==> src/rtl/xlt_pkg.sv <==
package xlt_pkg;

    localparam int VA_W       = 32;
    localparam int OFF_W      = 12;
    localparam int VPN_W      = VA_W - OFF_W;
    localparam int PPN_W      = 20;
    localparam int PA_W       = PPN_W + OFF_W;
    localparam int TLB_N      = 4;
    localparam int RANK_W     = $clog2(TLB_N + 1);
    localparam int PT_N       = 16;
    localparam int PT_IDX_W   = $clog2(PT_N);
    localparam int FIRST_FREE = 13;

    typedef enum logic [1:0] {
        XK_HIT   = 2'b00,
        XK_MISS  = 2'b01,
        XK_FAULT = 2'b10
    } xk_e;

    typedef enum logic [1:0] {
        ST_IDLE,
        ST_WALK,
        ST_FAULT
    } st_e;

    typedef struct packed {
        logic              vld;
        logic [VPN_W-1:0]  tag;
        logic [PPN_W-1:0]  ppn;
        logic [RANK_W-1:0] rank;
    } tlb_ent_t;

    typedef struct packed {
        logic             vld;
        logic [PPN_W-1:0] ppn;
    } pte_t;

    function automatic logic [VPN_W-1:0] vpn_of(input logic [VA_W-1:0] va);
        return va[VA_W-1:OFF_W];
    endfunction

    function automatic logic [OFF_W-1:0] off_of(input logic [VA_W-1:0] va);
        return va[OFF_W-1:0];
    endfunction

    function automatic logic [PT_IDX_W-1:0] pt_index(input logic [VPN_W-1:0] vpn);
        return vpn[PT_IDX_W-1:0];
    endfunction

endpackage

==> src/rtl/xlt_tlb_bank.sv <==
module xlt_tlb_bank
    import xlt_pkg::*;
#(
    parameter int N = TLB_N
) (
    input  logic             clk,
    input  logic             rst,
    input  logic [VPN_W-1:0] look_tag,
    output logic             hit,
    output logic [PPN_W-1:0] hit_ppn,
    input  logic             touch,
    input  logic             fill,
    input  logic [VPN_W-1:0] fill_tag,
    input  logic [PPN_W-1:0] fill_ppn
);
    localparam int IDX_W = (N > 1) ? $clog2(N) : 1;

    tlb_ent_t           ent [N];
    logic [N-1:0]       match;
    logic [N-1:0]       is_low;
    logic [RANK_W-1:0]  hit_rank;
    logic [IDX_W-1:0]   hit_idx;
    logic [IDX_W-1:0]   vic_idx;
    logic               vic_found;

    for (genvar i = 0; i < N; i++) begin : g_cmp
        assign match[i]  = ent[i].vld && (ent[i].tag == look_tag);
        assign is_low[i] = (ent[i].rank == RANK_W'(1));
    end

    always_comb begin
        hit      = |match;
        hit_ppn  = '0;
        hit_rank = '0;
        hit_idx  = '0;
        for (int i = N - 1; i >= 0; i--) begin
            if (match[i]) begin
                hit_ppn  = ent[i].ppn;
                hit_rank = ent[i].rank;
                hit_idx  = IDX_W'(i);
            end
        end
    end

    // lowest index holding the oldest rank is the victim
    always_comb begin
        vic_idx   = '0;
        vic_found = 1'b0;
        for (int i = N - 1; i >= 0; i--) begin
            if (is_low[i]) begin
                vic_idx   = IDX_W'(i);
                vic_found = 1'b1;
            end
        end
    end

    always_ff @(posedge clk) begin
        if (rst) begin
            for (int i = 0; i < N; i++) begin
                ent[i] <= '{vld: 1'b0, tag: '0, ppn: '0, rank: RANK_W'(1)};
            end
        end else if (touch && hit) begin
            for (int i = 0; i < N; i++) begin
                if (match[i]) begin
                    ent[i].rank <= RANK_W'(N);
                end else if (ent[i].vld && (ent[i].rank > hit_rank)) begin
                    ent[i].rank <= ent[i].rank - RANK_W'(1);
                end
            end
        end else if (fill) begin
            for (int i = 0; i < N; i++) begin
                if (IDX_W'(i) == vic_idx) begin
                    ent[i] <= '{vld: 1'b1, tag: fill_tag, ppn: fill_ppn, rank: RANK_W'(N)};
                end else if (ent[i].vld) begin
                    ent[i].rank <= ent[i].rank - RANK_W'(1);
                end
            end
        end
    end

    assert_single_match_R2: assert property (@(posedge clk) disable iff (rst)
        $onehot0(match));

    assert_victim_exists_R6: assert property (@(posedge clk) disable iff (rst)
        fill |-> vic_found);

    assert_fill_newest_R6: assert property (@(posedge clk) disable iff (rst)
        (fill && !touch) |=> (ent[$past(vic_idx)].vld && ent[$past(vic_idx)].rank == RANK_W'(N)));

    assert_touch_newest_R4: assert property (@(posedge clk) disable iff (rst)
        (touch && hit) |=> (ent[$past(hit_idx)].rank == RANK_W'(N)));

    for (genvar r = 1; r <= N; r++) begin : g_rank_chk
        logic [N-1:0] holds;
        for (genvar i = 0; i < N; i++) begin : g_h
            assign holds[i] = ent[i].vld && (ent[i].rank == RANK_W'(r));
        end
        assert_rank_unique_R4: assert property (@(posedge clk) disable iff (rst)
            $countones(holds) <= 1);
    end

endmodule

==> src/rtl/xlt_page_store.sv <==
module xlt_page_store
    import xlt_pkg::*;
#(
    parameter int DEPTH = PT_N,
    localparam int IW   = $clog2(DEPTH)
) (
    input  logic          clk,
    input  logic          rst,
    input  logic [IW-1:0] rd_idx,
    output pte_t          rd_pte,
    input  logic          wr_en,
    input  logic [IW-1:0] wr_idx,
    input  pte_t          wr_pte
);
    pte_t tbl [DEPTH];

    assign rd_pte = tbl[rd_idx];

    always_ff @(posedge clk) begin
        if (rst) begin
            for (int i = 0; i < DEPTH; i++) begin
                tbl[i] <= '0;
            end
        end else if (wr_en) begin
            tbl[wr_idx] <= wr_pte;
        end
    end

    assert_write_lands_R11: assert property (@(posedge clk) disable iff (rst)
        wr_en |=> (tbl[$past(wr_idx)] == $past(wr_pte)));

endmodule

==> src/rtl/xlt_page_alloc.sv <==
module xlt_page_alloc #(
    parameter int W     = 20,
    parameter int FIRST = 13
) (
    input  logic         clk,
    input  logic         rst,
    input  logic         take,
    output logic [W-1:0] next_ppn
);
    always_ff @(posedge clk) begin
        if (rst) begin
            next_ppn <= W'(FIRST);
        end else if (take) begin
            next_ppn <= next_ppn + W'(1);
        end
    end

    assert_alloc_step_R7: assert property (@(posedge clk) disable iff (rst)
        take |=> (next_ppn == $past(next_ppn) + W'(1)));

    assert_alloc_hold_R7: assert property (@(posedge clk) disable iff (rst)
        !take |=> $stable(next_ppn));

endmodule

==> src/rtl/xlt_unit.sv <==
module xlt_unit
    import xlt_pkg::*;
(
    input  logic                clk,
    input  logic                rst,
    input  logic                req_valid,
    output logic                req_ready,
    input  logic [VA_W-1:0]     req_vaddr,
    output logic                rsp_valid,
    output logic [PA_W-1:0]     rsp_paddr,
    output logic [1:0]          rsp_kind,
    input  logic                pt_init_we,
    input  logic [PT_IDX_W-1:0] pt_init_idx,
    input  logic                pt_init_vld,
    input  logic [PPN_W-1:0]    pt_init_ppn
);
    st_e                 st;
    logic [VA_W-1:0]     hold_va;
    logic                accept;
    logic [VPN_W-1:0]    look_tag;
    logic                tlb_hit;
    logic [PPN_W-1:0]    tlb_ppn;
    logic                tlb_touch;
    logic                tlb_fill;
    logic [PT_IDX_W-1:0] pt_idx;
    pte_t                pt_rd;
    logic                pt_we;
    logic [PT_IDX_W-1:0] pt_widx;
    pte_t                pt_wdata;
    logic                walk_ok;
    logic                walk_fault;
    logic [PPN_W-1:0]    free_ppn;
    xk_e                 kind_q;

    assign req_ready  = (st == ST_IDLE);
    assign accept     = req_valid && req_ready;
    assign look_tag   = vpn_of(req_vaddr);
    assign tlb_touch  = accept && tlb_hit;
    assign pt_idx     = pt_index(vpn_of(hold_va));
    assign walk_ok    = (st == ST_WALK) && pt_rd.vld;
    assign walk_fault = (st == ST_WALK) && !pt_rd.vld;
    assign tlb_fill   = walk_ok || (st == ST_FAULT);
    assign rsp_kind   = kind_q;

    always_comb begin
        pt_we    = walk_fault || pt_init_we;
        pt_widx  = walk_fault ? pt_idx : pt_init_idx;
        pt_wdata = walk_fault ? '{vld: 1'b1, ppn: free_ppn}
                              : '{vld: pt_init_vld, ppn: pt_init_ppn};
    end

    xlt_tlb_bank #(.N(TLB_N)) u_bank (
        .clk      (clk),
        .rst      (rst),
        .look_tag (look_tag),
        .hit      (tlb_hit),
        .hit_ppn  (tlb_ppn),
        .touch    (tlb_touch),
        .fill     (tlb_fill),
        .fill_tag (vpn_of(hold_va)),
        .fill_ppn (pt_rd.ppn)
    );

    xlt_page_store #(.DEPTH(PT_N)) u_table (
        .clk    (clk),
        .rst    (rst),
        .rd_idx (pt_idx),
        .rd_pte (pt_rd),
        .wr_en  (pt_we),
        .wr_idx (pt_widx),
        .wr_pte (pt_wdata)
    );

    xlt_page_alloc #(.W(PPN_W), .FIRST(FIRST_FREE)) u_alloc (
        .clk      (clk),
        .rst      (rst),
        .take     (walk_fault),
        .next_ppn (free_ppn)
    );

    always_ff @(posedge clk) begin
        if (rst) begin
            st      <= ST_IDLE;
            hold_va <= '0;
        end else begin
            case (st)
                ST_IDLE: begin
                    if (accept) begin
                        hold_va <= req_vaddr;
                        if (!tlb_hit) st <= ST_WALK;
                    end
                end
                ST_WALK:  st <= pt_rd.vld ? ST_IDLE : ST_FAULT;
                ST_FAULT: st <= ST_IDLE;
                default:  st <= ST_IDLE;
            endcase
        end
    end

    always_ff @(posedge clk) begin
        if (rst) begin
            rsp_valid <= 1'b0;
            rsp_paddr <= '0;
            kind_q    <= XK_HIT;
        end else begin
            rsp_valid <= 1'b0;
            if (tlb_touch) begin
                rsp_valid <= 1'b1;
                kind_q    <= XK_HIT;
                rsp_paddr <= {tlb_ppn, off_of(req_vaddr)};
            end else if (walk_ok) begin
                rsp_valid <= 1'b1;
                kind_q    <= XK_MISS;
                rsp_paddr <= {pt_rd.ppn, off_of(hold_va)};
            end else if (st == ST_FAULT) begin
                rsp_valid <= 1'b1;
                kind_q    <= XK_FAULT;
                rsp_paddr <= {pt_rd.ppn, off_of(hold_va)};
            end
        end
    end

    assert_hit_latency_R2: assert property (@(posedge clk) disable iff (rst)
        (accept && tlb_hit) |=> (rsp_valid && rsp_kind == XK_HIT));

    assert_offset_pass_R1: assert property (@(posedge clk) disable iff (rst)
        (accept && tlb_hit) |=> (rsp_paddr[OFF_W-1:0] == $past(req_vaddr[OFF_W-1:0])));

    assert_busy_stall_R9: assert property (@(posedge clk) disable iff (rst)
        (accept && !tlb_hit) |=> (!req_ready && !rsp_valid));

    assert_miss_latency_R5: assert property (@(posedge clk) disable iff (rst)
        walk_ok |=> (rsp_valid && rsp_kind == XK_MISS));

    assert_fault_latency_R7: assert property (@(posedge clk) disable iff (rst)
        walk_fault |=> (!rsp_valid ##1 (rsp_valid && rsp_kind == XK_FAULT)));

    assert_fault_records_R8: assert property (@(posedge clk) disable iff (rst)
        walk_fault |=> pt_rd.vld);

endmodule

==> config.mk <==
export PLATFORM = sky130hd
export DESIGN_NAME = xlt_unit
export DESIGN_NICKNAME = d
export VERILOG_FILES = /design/src/rtl/xlt_pkg.sv /design/src/rtl/xlt_tlb_bank.sv /design/src/rtl/xlt_page_store.sv /design/src/rtl/xlt_page_alloc.sv /design/src/rtl/xlt_unit.sv
export SDC_FILE = /design/constraint.sdc
export NUM_CORES = 1
export LEC_CHECK = 0
export BUFFER_PORTS_ARGS = -buffer_cell sky130_fd_sc_hd__clkbuf_2
export CAP_MARGIN = 10
export CORE_UTILIZATION = 40
export CTS_CLUSTER_SIZE = 30
export DETAILED_ROUTE_END_ITERATION = 16
export PLACE_DENSITY = 0.61
export SYNTH_ARGS = -nofsm -noshare
export SYNTH_HDL_FRONTEND = slang
export SYNTH_SLANG_ARGS = --single-unit
==> constraint.sdc <==
create_clock -name clk -period 5.11 [get_ports clk]
set_input_delay 0.511 -clock clk [delete_from_list [all_inputs] [get_ports clk]]
set_output_delay 0.511 -clock clk [all_outputs]
set_load 0.02 [all_outputs]
==> results of run 1 <==
[per-stage QoR]
| stage | worst slack, ns | total power (W) |
|---|---|---|
| final | 0.451 | 0.0111 |
| after global routing | 0.126 | 0.0114 |
| after CTS | 0.458 | 0.0111 |
| after detailed placement | 0.126 | 0.00673 |
| after global placement | 0.292 | 0.00671 |
| after floorplan | 0.313 | 0.00632 |
[cell usage in the layout, fill, tap and decap left out, types with 55 or more instances in the layout]
master       n
edfxtp_1   507
nor2_1     438
nand2_1    124
mux4_2     104
dfxtp_1     95
clkbuf_2    95
buf_4       91
a211oi_1    75
clkbuf_16   67
xnor2_1     63
mux2i_1     55
[cells by family (layout without fill, tap and decap cells)]
| group | after synthesis | after routing | synth area share |
|---|---|---|---|
| simple gates | 810 | 810 | 0.136 |
| compound gates | 195 | 195 | 0.0482 |
| buf+inv | 206 | 351 | 0.0307 |
| flops | 605 | 605 | 0.636 |
| xor+xnor | 100 | 100 | 0.0324 |
| mux | 165 | 165 | 0.109 |
| fa+ha+maj | 17 | 17 | 0.00787 |
[layer usage]
metal	share of wire	wire [um]	vias up	GRT usage
met5	0.00022	17	-	0
met4	0.028	2100	2	0.0663
met3	0.070	5320	132	0.0392
met2	0.48	36400	721	0.372
met1	0.42	31800	8858	0.301
li1	-	-	7810	-
[critical path, delay by kind of cell, from the launching register on]
| family | cells | cell delay (ns) |
|---|---|---|
| buf+inv | 1 | 0.18 |
| compound gates | 4 | 0.87 |
| mux | 3 | 0.72 |
| flops | 1 | 0.37 |
| simple gates | 6 | 1.73 |
| fa+ha+maj | 1 | 0.16 |
| xor+xnor | 1 | 0.30 |
[Yosys cell counts (all sizes together), types with 6 or more instances]
| master | instances |
|---|---|
| edfxtp | 507 |
| nor2 | 440 |
| nand2 | 128 |
| clkbuf | 117 |
| mux4 | 104 |
| dfxtp | 98 |
| a211oi | 75 |
| xnor2 | 63 |
| mux2i | 56 |
| a21oi | 52 |
| buf | 47 |
| and2 | 46 |
| nor2b | 44 |
| and3 | 43 |
| inv | 42 |
| xor2 | 37 |
| nand4 | 29 |
| a31oi | 22 |
| o21ai | 20 |
| ha | 17 |
| nand3 | 17 |
| nor4 | 14 |
| nor3 | 12 |
| nand2b | 10 |
| and4 | 6 |
[state kept, by name, summed over array words and instances (netlist names), named ones only]
name              count
rsp_valid             1
u_bank.ent          176
u_table.tbl         336
rsp_paddr            32
rsp_kind              2
u_alloc.next_ppn     20
st                    2
hold_va              32
[report_power, final]
| part | total [W] | internal (W) | switching, W | leakage, nW |
|---|---|---|---|---|
| combinational | 0.000969 | 0.000342 | 0.000626 | 3.92 |
| clock | 0.00443 | 0.00249 | 0.00194 | 0.950 |
| sequential | 0.00566 | 0.00555 | 0.000107 | 6.04 |
| total | 0.0111 | 0.00838 | 0.00267 | 10.9 |
[cell type report]
class | instances | area, um2 | area share
flip-flops and latches | 605 | 17200 | 0.561
multi-input cells | 1287 | 9050 | 0.295
repair buffers | 189 | 1220 | 0.0397
clock buffers | 89 | 1760 | 0.0574
inverters | 42 | 158 | 0.00514
well taps | 864 | 1080 | 0.0352
clock inverters | 31 | 205 | 0.00669
[worst paths after layout]
check                       to  depth (start not counted)
max          u_bank.ent[0][75]                         16
min reg2reg         hold_va[5]                          2
max reg2reg  u_bank.ent[0][75]                         16
min                 hold_va[1]                          3
==> results.yml, run 1 <==
setup_path:
  critPathSlowestCell: "and4bb_4"
  startpoint: "u_bank.ent[1][32]"
  slowest_delay_ns: 0.74
  r2r-start: "u_bank.ent[1][32]"
  ff2ff_setup_slack_ns: 0.45
  critPathLaunchType: "flip-flop"
  cp.arrival_ns: 4.96
  worstSetupPathType: "reg -> reg"
  worst_setup_path_end_kind: "flip-flop"
  cp_max_fo: 43
  path_cells: "xnor2_1 > nor3b_1 > and4_1 > nand4_1 > mux2i_1 > a21oi_1 > mux2_2 > mux2i_1 > buf_4 > ha_1 > nand2_1 > a2111oi_0 > a211oi_1 > a21oi_1 > and4bb_4 > nor2b_1"
  cp.required_ns: 5.41
logic_synthesis:
  ys_warn_count: 0
  synth_edf_count: 507
  syn_area_mm2: 0.0270
  syn_avg_cell_area_um2: 12.9
  async_flop_share: 0
  yosys.area.top_type_share: 0.563
  synth-seq-area-share: 0.636
  synth.largest_area_cell: "edfxtp_1"
  synth_cell_types: 61
  syn_nets: 2176
  synthTopCellsByArea: "edfxtp_1 56%, mux4_2 8.7%, dfxtp_1 7.3%, nor2_1 6.1%, a211oi_1 2.1%"
  ys_seq_elements: 605
  ys.flop_type: "edfxtp_1"
  synth_cells: 2098
global_routing:
  track_usage: 0.224
  grt_max_degree: 50
  overflow: 0
  grt_pass1_wl_mm: 113
  antenna_found_initial: 2
  grt_pass1_vias: 17600
floorplanning:
  core_mm2: 0.0663
  initial_core_util: 0.408
  num_rows: 94
  fp.dieH_um: 262
  die_area_mm2: 0.0686
  fp.dieW_um: 262
  io_pins: 97
routing:
  drc: 0
  vias: 17500
  postRouteAntennaNets: 0
  via_per_inst: 5.64
  drt_wl_total_mm: 75.7
  post_drt_wl_per_cell_um: 24.4
  dr.pass1.iters: 7
  drt_iter0_drc: 1831
layout:
  area_growth_pct: 13.5
  finalNonFillerCells: 3107
  postLayoutCellArea_mm2: 0.0307
  num-nets-final: 2269
  diodes: 0
  final_util: 0.462
  fillers: 5935
  drive_gt1_frac: 0.178
clock_network:
  clk_pin_slew_ns: 0.06
  post_cts_buffers: 0
  numCtsBuffers: 66
  ctsHoldBuffers: 0
  cts_sinks: 605
  cts_tree: "done"
  cts.path.max_buffers: 3
  clk_latency_ns: 0.60
  htreeDepth: 3
  cts-resized-gates: 0
  cts-root-buf: "clkbuf_16"
sta:
  slew_headroom: 0.296
  worst_pin_slew_ns: 1.05
  rsz0062_at_grt: "no"
  min_period_ns: 4.66
  timing.hold.ws_ns: 0.160
  min_period_over_period: 0.912
  hold_viol_final: 0
  finalSetupViolCount: 0
  clock_skew_ns: 0.0183
  maxSlewViolCount: 0
  setup-tns-final_ns: 0
  fmax_ghz: 0.215
power_and_ir_drop:
  power_density_mw_per_mm2: 360
  leakage_nw: 10.9
  vdd_drop_max_v: 0.000246
placement:
  place_area_mm2: 0.0287
  dp_cells: 2987
  portBuffers: 96
  dpl.hpwl_mm: 48.3
  gp_congestion: 0.889
min_path:
  hp-class: "in -> reg"
  min_from: "req_vaddr[1]"
run_status:
  status: "complete, no violations"
flow_run:
  cap_viol_max_count: 0
Note: power is estimated with default switching activity, not from simulation.
==> run 2: changes to the inputs <==
Settings changed: CORE_UTILIZATION 40 to 30, PLACE_DENSITY 0.61 to 0.49.
==> run 2 against run 1 <==
Net effect:
- sequential cell count did not move
- routed wire length is 5.4% higher
- critical path type unchanged
- combinational power about the same
==> results.yml, run 2 (synthesis gave the netlist of run 1 again) <==
setup_path:
  cp.required_ns: 5.42
  r2r-start: "u_bank.ent[1][23]"
  cp_top_family: "simple AND/OR/NAND/NOR gates"
  critPathSlowestCell: "and4bb_4"
  path_depth: 19
  cp_num_buf_inv: 0
  cp_max_fo: 43
  ff2ff_setup_slack_ns: 0.41
  critPathLaunchType: "flip-flop"
  worst_setup_path_end_kind: "flip-flop"
  cp.arrival_ns: 5.01
  r2r-end: "u_bank.ent[0][55]"
  reg2regPathDepth: 19
  path_cells: "xor2_1 > nor4_1 > and4_1 > nand4_1 > a21oi_1 > a21oi_1 > nand2_1 > o21ai_0 > mux2_2 > ha_1 > nand2_1 > o22ai_1 > and2_1 > a211o_1 > a221oi_1 > o2bb2ai_1 > nor2_1 > and4bb_4 > nor2b_1"
  worstSetupPathType: "reg -> reg"
  slowest_delay_ns: 0.82
min_path:
  hp-class: "in -> reg"
  hold_path_end: "hold_va[3]"
  min_from: "req_vaddr[3]"
  whs_path_depth: 3
floorplanning:
  fp.dieH_um: 302
  num_rows: 109
  io_pins: 97
  initial_core_util: 0.304
  core_mm2: 0.0888
  die_area_mm2: 0.0913
  fp.dieW_um: 302
clock_network:
  numCtsBuffers: 69
  cts-resized-gates: 0
  cts.path.max_buffers: 3
  htreeDepth: 3
  cts_sinks: 605
  clk_latency_ns: 0.61
  cts_tree: "done"
  post_cts_buffers: 0
  cts-root-buf: "clkbuf_16"
  clk_pin_slew_ns: 0.06
  ctsHoldBuffers: 0
global_routing:
  grt_pass1_wl_mm: 118
  grt_pass1_vias: 17400
  antenna_found_initial: 2
  grt_max_degree: 49
  overflow: 0
  track_usage: 0.176
layout:
  top_register: "u_table.tbl"
  num-nets-final: 2265
  layout_commonest_cell: "edfxtp_1"
  final_util: 0.353
  reg.largest.list: "u_table.tbl x336, u_bank.ent x176"
  drive_gt1_frac: 0.181
  largest_register_ffs: 336
  finalNonFillerCells: 3410
  postLayoutCellArea_mm2: 0.0313
  area_growth_pct: 15.8
  layout_common_cells: "507 x edfxtp_1, 438 x nor2_1, 124 x nand2_1, 104 x mux4_2"
  fillers: 8607
sta:
  min_period_ns: 4.70
  clock_skew_ns: 0.0221
  setup-tns-final_ns: 0
  maxSlewViolCount: 0
  slew_headroom: 0.189
  min_period_over_period: 0.920
  fmax_ghz: 0.213
  hold_viol_final: 0
  rsz0062_at_grt: "no"
  worst_pin_slew_ns: 1.21
  finalSetupViolCount: 0
placement:
  portBuffers: 96
  dpl.hpwl_mm: 51.1
  gp_congestion: 0.887
  dp_cells: 3281
  place_area_mm2: 0.0291
routing:
  dr.pass1.iters: 5
  vias: 17300
  post_drt_wl_per_cell_um: 23.4
  postRouteAntennaNets: 0
  drt_wl_total_mm: 79.8
  drc: 0
  drt_iter0_drc: 1576
  via_per_inst: 5.08
power_and_ir_drop:
  power_density_mw_per_mm2: 367
  leakage_nw: 11.0
  power_w: 0.0115
  vdd_drop_max_v: 0.000237
flow_run:
  cap_viol_max_count: 0
run_status:
  status: "complete, no violations"
-- run 2: cell count changes in the layout (fill, tap and decap cells not counted), moves of 2 or more --
| cell | previous run | this run |
|---|---|---|
| buf_12 | 3 | 10 |
| clkbuf_8 | 0 | 3 |
| clkbuf_1 | 22 | 16 |
| clkinv_2 | 8 | 11 |
| buf_4 | 91 | 77 |
| bufinv_16 | 1 | 4 |
| diode_2 | 0 | 2 |
| clkbuf_16 | 67 | 71 |
-- run 2: worst register-to-register path: stages, from the launching register on --
cell,delay [ns]
edfxtp_1,0.40
xor2_1,0.19
nor4_1,0.29
and4_1,0.28
nand4_1,0.31
a21oi_1,0.25
a21oi_1,0.06
nand2_1,0.07
o21ai_0,0.09
mux2_2,0.32
ha_1,0.28
nand2_1,0.07
o22ai_1,0.16
and2_1,0.16
a211o_1,0.15
a221oi_1,0.06
o2bb2ai_1,0.19
nor2_1,0.09
and4bb_4,0.82
nor2b_1,0.18
-- run 2: report_power, final --
part | switching [W] | internal (W)
Sequential | 0.0000947 | 0.00555
Combinational | 0.000654 | 0.000349
Clock | 0.00203 | 0.00282
Total | 0.00278 | 0.00872
-- run 2: worst max-delay path by stage --
stage                                  from                end  slack (ns)
after detailed placement      req_vaddr[12]  u_bank.ent[1][33]        0.18
after global placement        req_vaddr[12]  u_bank.ent[0][59]        0.29
final                     u_bank.ent[1][23]  u_bank.ent[0][55]        0.41
after CTS                 u_bank.ent[1][23]  u_bank.ent[0][78]        0.47
after floorplan                   flip-flop  u_bank.ent[0][10]        0.31
after global routing      u_bank.ent[1][32]  u_bank.ent[0][55]        0.14
-- run 2: final cells by class --
type	instances	area, um2	area share
Sequential cell	605	17200	0.549
Multi-Input combinational cell	1287	9050	0.289
Clock buffer	91	1890	0.0602
Tap cell	1165	1460	0.0465
Timing Repair Buffer	182	1250	0.0400
Clock inverter	36	305	0.00975
Inverter	42	158	0.00503
Antenna cell	2	5.00	0.000160
-- run 2: through the flow --
step	setup slack (ns)	hold WS, ns
final	0.408	0.147
after global routing	0.140	0.133
after CTS	0.469	0.113
after detailed placement	0.176	0.448
after global placement	0.294	0.441
after floorplan	0.313	0.436
-- run 2: metal layers --
layer  vias up  global-route usage  routed length, um
li1       7806                   -                  -
met1      8910               0.235              34600
met2       497               0.299              39300
met3       102              0.0287               4490
met4         2              0.0414               1450
met5         -                   0                 12
==> run 3: changes to the inputs <==
Settings changed: BUFFER_PORTS_ARGS -buffer_cell sky130_fd_sc_hd__clkbuf_2 to -buffer_cell sky130_fd_sc_hd__buf_2.
==> run 3 against run 2 <==
Net effect:
- via count about the same
- power down 2.7%
- global-route usage barely moved
- setup slack got worse by 0.017 ns
- sequential share of layout area increased by 0.38 points
- combinational power barely moved
- routed wire length up 0.23%
- die area did not move
- sequential cell count stayed put
- first-iteration DRC count shrank 0.76%
- clock power fell by 6.4%
- largest cell class unchanged
==> results.yml, run 3 (synthesis gave the netlist of run 1 again) <==
global_routing:
  track_usage: 0.176
  grt_max_degree: 55
  overflow: 0
  antenna_found_initial: 3
  grt_pass1_wl_mm: 117
  grt_pass1_vias: 17300
clock_network:
  cts_tree: "done"
  ctsHoldBuffers: 0
  cts.path.max_buffers: 3
  post_cts_buffers: 0
  numCtsBuffers: 66
  cts-resized-gates: 0
  cts_sinks: 605
  htreeDepth: 3
  cts-root-buf: "clkbuf_16"
  clk_latency_ns: 0.61
  clk_pin_slew_ns: 0.06
routing:
  via_per_inst: 5.10
  drt_iter0_drc: 1564
  postRouteAntennaNets: 0
  vias: 17300
  dr.pass1.iters: 5
  drc: 0
  post_drt_wl_per_cell_um: 23.5
  drt_wl_total_mm: 80.0
layout:
  layout_commonest_cell: "edfxtp_1"
  final_util: 0.350
  layout_common_cells: "507 x edfxtp_1, 438 x nor2_1, 124 x nand2_1, 104 x mux4_2"
  drive_gt1_frac: 0.177
  reg.largest.list: "u_table.tbl x336, u_bank.ent x176"
  fillers: 8564
  top_register: "u_table.tbl"
  largest_register_ffs: 336
  num-nets-final: 2264
  area_growth_pct: 15.0
setup_path:
  worstSetupPathType: "reg -> reg"
  startpoint: "u_bank.ent[1][33]"
  path_cells: "xor2_1 > nor4_1 > and4_1 > nand4_1 > mux2i_1 > a21oi_1 > mux2_2 > mux2i_1 > ha_1 > nand2_1 > o22ai_1 > and2_1 > a211o_1 > a221oi_1 > o2bb2ai_1 > nor2_1 > and4bb_4 > o21bai_1"
  cp.required_ns: 5.45
  cpMostUsedCell: "mux2i_1"
  cp_num_buf_inv: 0
  cp_top_family: "simple AND/OR/NAND/NOR gates"
  worst_setup_path_end_kind: "flip-flop"
  cp_max_fo: 43
  critPathLaunchType: "flip-flop"
  r2r-start: "u_bank.ent[1][33]"
  slowest_delay_ns: 0.42
  critPathSlowestCell: "and4bb_4"
  cp.arrival_ns: 5.06
floorplanning:
  initial_core_util: 0.304
  fp.dieH_um: 302
  core_mm2: 0.0888
  io_pins: 97
  num_rows: 109
  fp.dieW_um: 302
  die_area_mm2: 0.0913
sta:
  maxSlewViolCount: 0
  worst_pin_slew_ns: 1.17
  fmax_ghz: 0.212
  slew_headroom: 0.215
  finalSetupViolCount: 0
  min_period_ns: 4.72
  clock_skew_ns: 0.0278
  rsz0062_at_grt: "no"
  setup_ws_ns: 0.391
  min_period_over_period: 0.924
  setup-tns-final_ns: 0
  hold_viol_final: 0
min_path:
  hp-class: "in -> reg"
  min_from: "req_vaddr[11]"
run_status:
  status: "complete, no violations"
placement:
  dp_slack_ns: 0.163
  gp_congestion: 0.868
  portBuffers: 96
  dpl.hpwl_mm: 51.7
power_and_ir_drop:
  leakage_nw: 10.9
  power_density_mw_per_mm2: 360
  vdd_drop_max_v: 0.000189
flow_run:
  cap_viol_max_count: 0
-- run 3: where the power goes --
group / switching [W] / internal, W
clock network: 0.00193 / 0.00261
logic: 0.000649 / 0.000347
registers: 0.0000987 / 0.00555
total: 0.00267 / 0.00851
-- run 3: routing by layer --
metal	vias up	wire, um	global-route usage
li1	7791	-	-
met1	8790	33500	0.229
met2	590	39000	0.297
met3	151	5230	0.0327
met4	2	2240	0.0519
met5	-	11	0
-- run 3: final timing paths --
kind / depth (start not counted) / to / slack, ns
max: 18 / u_bank.ent[0][44] / 0.39
min: 3 / hold_va[11] / 0.17
max reg2reg: 18 / u_bank.ent[0][44] / 0.39
min reg2reg: 2 / hold_va[1] / 0.45
-- run 3: area by class of cell --
class,count,area [um2],share of cell area
Clock buffer,90,1840,0.0591
Multi-Input combinational cell,1287,9050,0.291
Tap cell,1165,1460,0.0469
Timing Repair Buffer,184,1230,0.0396
Sequential cell,605,17200,0.553
Inverter,42,158,0.00507
Clock inverter,23,161,0.00519
Antenna cell,1,2.50,0.0000805
-- run 3: per-stage QoR --
stage | std cells | total power, W | hold slack [ns] | area [um2]
4_1_cts | 3396 | 0.0113 | 0.133 | 31100
2_1_floorplan | 2098 | 0.00632 | 0.436 | 27000
5_1_grt | 3396 | 0.0116 | 0.157 | 31100
3_5_place_dp | 3283 | 0.00677 | 0.448 | 29100
6_report | 3397 | 0.0112 | 0.167 | 31100
3_3_place_gp | 3283 | 0.00675 | 0.441 | 29100
-- run 3: worst min-delay path, stage by stage --
cell     delay (ns)
buf_2          0.10
nand2_1        0.05
a21oi_1        0.05
